===== config.mk =====
export PLATFORM = sky130hd
export DESIGN_NAME = ss_latchoff_sup
export DESIGN_NICKNAME = d
export VERILOG_FILES = /design/src/rtl/ss_latchoff_sup.sv
export SDC_FILE = /design/constraint.sdc
export NUM_CORES = 1
export LEC_CHECK = 0
export BUFFER_PORTS_ARGS = -buffer_cell sky130_fd_sc_hd__buf_2
export CORE_MARGIN = 2
export CORE_UTILIZATION = 52
export DETAILED_ROUTE_END_ITERATION = 16
export GPL_TIMING_DRIVEN = 0
export PLACE_DENSITY = 0.82
export SLEW_MARGIN = 40
export SYNTH_ARGS = -nofsm -noshare
export SYNTH_HDL_FRONTEND = slang
export SYNTH_SLANG_ARGS = --single-unit

===== constraint.sdc =====
create_clock -name clk -period 2.7 [get_ports clk]
set_clock_uncertainty 0.1 [all_clocks]
set_input_delay 0.135 -clock clk [delete_from_list [all_inputs] [get_ports clk]]
set_output_delay 0.135 -clock clk [all_outputs]
set_load 0.05 [all_outputs]

===== src/rtl/ss_latchoff_sup.sv =====
module ss_latchoff_sup #(
  parameter int FULL      = 200,
  parameter int LATCH_PCT = 60
) (
  input  logic                       clk,
  input  logic                       rst_n,
  input  logic                       uvlo_ok,
  input  logic                       en,
  input  logic                       pgood,
  input  logic                       ocp,
  input  logic                       ovp,
  input  logic                       ov_rel,
  input  logic                       low_out,
  input  logic                       tick,
  input  logic                       no_latch,
  output logic                       pwm_en,
  output logic                       ss_active,
  output logic                       latched,
  output logic                       crowbar,
  output logic                       ilim_sec,
  output logic [$clog2(FULL+1)-1:0]  dly_level
);
  localparam int TW = $clog2(FULL + 1);
  localparam logic [TW-1:0] FULL_V = TW'(FULL);
  localparam logic [TW-1:0] THR_P1 = TW'(FULL * LATCH_PCT / 100 + 1);

  typedef enum logic [1:0] {S_OFF, S_SOFT, S_RUN, S_LATCH} st_t;
  st_t st;
  logic [TW-1:0] tmr;
  logic flt, cb;
  wire  live = uvlo_ok & en;
  wire  active = (st == S_SOFT) | (st == S_RUN);

  always_ff @(posedge clk or negedge rst_n) begin
    if (!rst_n) begin
      st <= S_OFF; tmr <= '0; flt <= 1'b0;
    end else if (!live) begin
      st <= S_OFF; tmr <= '0; flt <= 1'b0;
    end else begin
      case (st)
        S_OFF: begin st <= S_SOFT; tmr <= '0; end
        S_SOFT:
          if (pgood) begin st <= S_RUN; tmr <= FULL_V; end
          else if (tick && tmr != FULL_V) tmr <= tmr + 1'b1;
        S_RUN:
          if (ocp) begin
            flt <= 1'b1;
            if (tick && !no_latch) begin
              tmr <= tmr - 1'b1;
              if (tmr <= THR_P1) st <= S_LATCH;
            end
          end else if (flt) begin
            flt <= 1'b0;
            if (pgood) tmr <= FULL_V;
            else begin st <= S_SOFT; tmr <= '0; end
          end
        default: ;
      endcase
    end
  end

  always_ff @(posedge clk or negedge rst_n) begin
    if (!rst_n)                 cb <= 1'b0;
    else if (!live)             cb <= 1'b0;
    else if (ovp && active)     cb <= 1'b1;
    else if (ov_rel)            cb <= 1'b0;
  end

  assign pwm_en    = active & ~cb;
  assign ss_active = (st == S_SOFT);
  assign latched   = (st == S_LATCH);
  assign crowbar   = cb;
  assign ilim_sec  = ss_active & low_out;
  assign dly_level = tmr;
endmodule


==> impl_metrics.tcl <==
set metrics [dict create \
    cp_slowest_cell "dfrtp_1" \
    cts_buffer_depth 2 \
    final_cells 174 \
    period_share 0.8462 \
    cp-end-kind "register" \
    synth_cells 121 \
    syn_nets 139 \
    core-area_mm2 0.001764 \
    worst_ep_arrival_time_ps 2360 \
    worst-setup-path-type "reg2reg" \
    worstPathCellList "inv_1, ha_1, or4b_1, o21ai_1, o2bb2ai_1, nor2_1, a32o_1" \
    power_density_mw_per_mm2 340.7 \
    die_area_mm2 0.002294 \
    crit_fanout 10 \
    dp_hpwl_mm 1.885 \
    cp_slowest_stage_delay_ps 490 \
    finalCriticalPeriod_ps 2285 \
    p_leak_nw 0.5532 \
    grt_pass1_vias 946 \
    initial_core_util 0.5681 \
    ant_nets 0 \
    setup_tns_ps 0 \
    worst_slack_ps 415.2 \
    async_flop_share 1.000 \
    grt_overflow 0 \
    wl_mm 2.484 \
    ir_drop_v 0.0002796 \
    fin_util 0.6773 \
    tightestPinTransition_ps 472.9 \
    status "complete, no violations" \
    chipWidth_um 47.90 \
    seq_area_frac_synth 0.2996 \
    synth_edf_count 0 \
    netlist_area_mm2 0.001002 \
    finalHoldViolations 0 \
    gp_congestion 0.9251 \
    worst_setup_path_start_kind "register" \
    cts_setup_buffers 0 \
    cts_buffers 3 \
    cts.sinks 12 \
    cap_violations 0 \
    areaGrowthSynthToFinish_pct 19.23 \
    rows 15 \
    final-seq-area_um2 300.3 \
    grt_pass1_wl_mm 3.995 \
    routed_via_density 6.207 \
    cts-root-buf "clkbuf_4" \
    io_buffers 23 \
    rsz0062_at_grt "false" \
    drc 0 \
    nets 168 \
    synthFlopType "dfrtp_1" \
    multi_input_area_um2 646.9 \
    htreeDepth 1 \
    final-max-slew-violation-count 0 \
    hp-class "in2reg" \
    n_antenna_cell 0 \
    io_pins 24 \
    required_ps 2780 \
    drive_gt1_frac 0.2550 \
    drtPass1Iterations 4 \
    fillers 167 \
    dr.first_iter.drc_count 39 \
    cts_tree "built" \
    pre_cts_ws_ps 436.6 \
    yosys_warnings 0 \
    slew_headroom 0.6841 \
    wl_per_cell_um 14.28 \
    synth_seq_cells 12 \
    dp_cells 169 \
    synth_area_per_cell_um2 8.283 \
    grtUsageTotal 0.2483 \
    ys_types 43 \
    clock_latency_ps 280 \
    setup_viol 0 \
    die_y_um 47.90 \
    cts.clk_slew.worst_paths_ps 90 \
    antenna_found_initial 0 \
    clock.fmax_mhz 437.7 \
    vias 1080 \
    grt_max_degree 13 \
]
-- metal layers --
| layer | track usage | wire [µm] | vias to the layer above |
|---|---|---|---|
| li1 | - | - | 515 |
| met1 | 0.2909 | 1025 | 503 |
| met2 | 0.4320 | 1211 | 52 |
| met3 | 0.05283 | 193 | 10 |
| met4 | 0.1081 | 54 | 0 |
| met5 | 0 | 0 | - |
-- what timing repair did --
item                                    CTS  global route
resized for setup                         0             0
endpoints found under the setup margin    0             0
endpoints found under the hold margin    12             0
hold buffers                              1             0
-- state kept, by name, indices dropped and copies added (netlist names) --
name / count
dly_level: 8
st: 2
crowbar: 1
flt: 1
-- critical path: cells and delay by family, from the launching register on --
| kind | cells | cell delay (ps) |
|---|---|---|
| AO/OA/AOI/OAI | 3 | 640 |
| adder cells (fa/ha/maj) | 1 | 220 |
| buffers and inverters | 1 | 100 |
| flip-flops | 1 | 490 |
| AND/OR/NAND/NOR | 2 | 630 |
-- logic make-up after synthesis --
group | share of synthesized area
AO/OA/AOI/OAI | 0.2759
buffers and inverters | 0.05494
AND/OR/NAND/NOR | 0.2821
adder cells (fa/ha/maj) | 0.08739
flip-flops | 0.2996
-- through the flow --
step	area, µm²	power [mW]	hold slack, ps
finish	1195	0.4071	14.01
detailed placement	1149	0.2595	-61.55
CTS	1195	0.4068	15.46
floorplan	1002	0.2347	-260.6
global placement	1149	0.2579	-69.74
global route	1195	0.4250	27.13
-- cells in the mapped netlist, types with 2 or more instances --
| cell type | count | area [µm²] |
|---|---|---|
| dfrtp_1 | 12 | 300.3 |
| o21ai_1 | 2 | 10.01 |
| or3_2 | 2 | 15.01 |
| and2_1 | 2 | 12.51 |
| a31oi_1 | 2 | 12.51 |
| nor2_1 | 8 | 30.03 |
| a221oi_1 | 3 | 26.28 |
| ha_1 | 7 | 87.58 |
| nand2_1 | 8 | 30.03 |
| nand4_1 | 3 | 18.77 |
| nor3_1 | 5 | 25.02 |
| o2bb2ai_1 | 2 | 17.52 |
| clkbuf_1 | 2 | 7.510 |
| inv_1 | 8 | 30.03 |
| nand3_1 | 7 | 35.03 |
| o221a_2 | 2 | 22.52 |
| o21ai_0 | 8 | 40.04 |
| or4_1 | 2 | 15.01 |
| o41ai_1 | 2 | 17.52 |
| and3_1 | 2 | 12.51 |
| nand2b_1 | 4 | 25.02 |
| buf_2 | 2 | 10.01 |
| a21oi_1 | 5 | 25.02 |
| nor2b_1 | 2 | 12.51 |
-- layout make-up --
class | instances | share of cell area
Buffer | 5 | 0.02094
Clock buffer | 4 | 0.03037
Inverter | 8 | 0.02513
Multi-Input combinational cell | 96 | 0.5414
Sequential cell | 12 | 0.2513
Tap cell | 25 | 0.02618
Timing Repair Buffer | 24 | 0.1047
-- power by group --
part	internal [mW]	leakage, nW	switching, mW
sequential	0.182	0.167	0.00286
combinational	0.0239	0.366	0.0491
clock	0.0821	0.0210	0.0675
total	0.288	0.553	0.119
-- cells in the final DEF (no fill, tap or decap), drive strengths merged, types with 2 or more instances in the layout --
cell / instances
o41ai: 2
nor2: 8
nor3: 5
clkbuf: 6
a22o: 2
ha: 7
buf: 26
inv: 8
nand4: 3
dfrtp: 12
o221a: 2
and2: 2
or4: 3
and3: 2
a31oi: 2
nand3: 7
nor2b: 2
nand2b: 4
a21oi: 5
or3: 3
o21ai: 10
nand2: 8
o2bb2ai: 2
a221oi: 3
-- final timing paths --
kind                                           from                  endpoint  slack, ps  depth (start not counted)
setup / recovery           dly_level[0]$_DFFE_PN0P_  dly_level[6]$_DFFE_PN0P_        420                          7
hold / removal                                  ovp       crowbar$_DFFE_PN0P_         10                          3
setup reg to reg           dly_level[0]$_DFFE_PN0P_  dly_level[6]$_DFFE_PN0P_        420                          7
hold reg to reg                     flt$_DFFE_PN0P_           flt$_DFFE_PN0P_        460                          2
max in group asynchronous                     rst_n         st[0]$_DFFE_PN0P_       2100                          2
min in group asynchronous                     rst_n  dly_level[6]$_DFFE_PN0P_        160                          2
No activity file was read; power rests on OpenSTA's default activity.
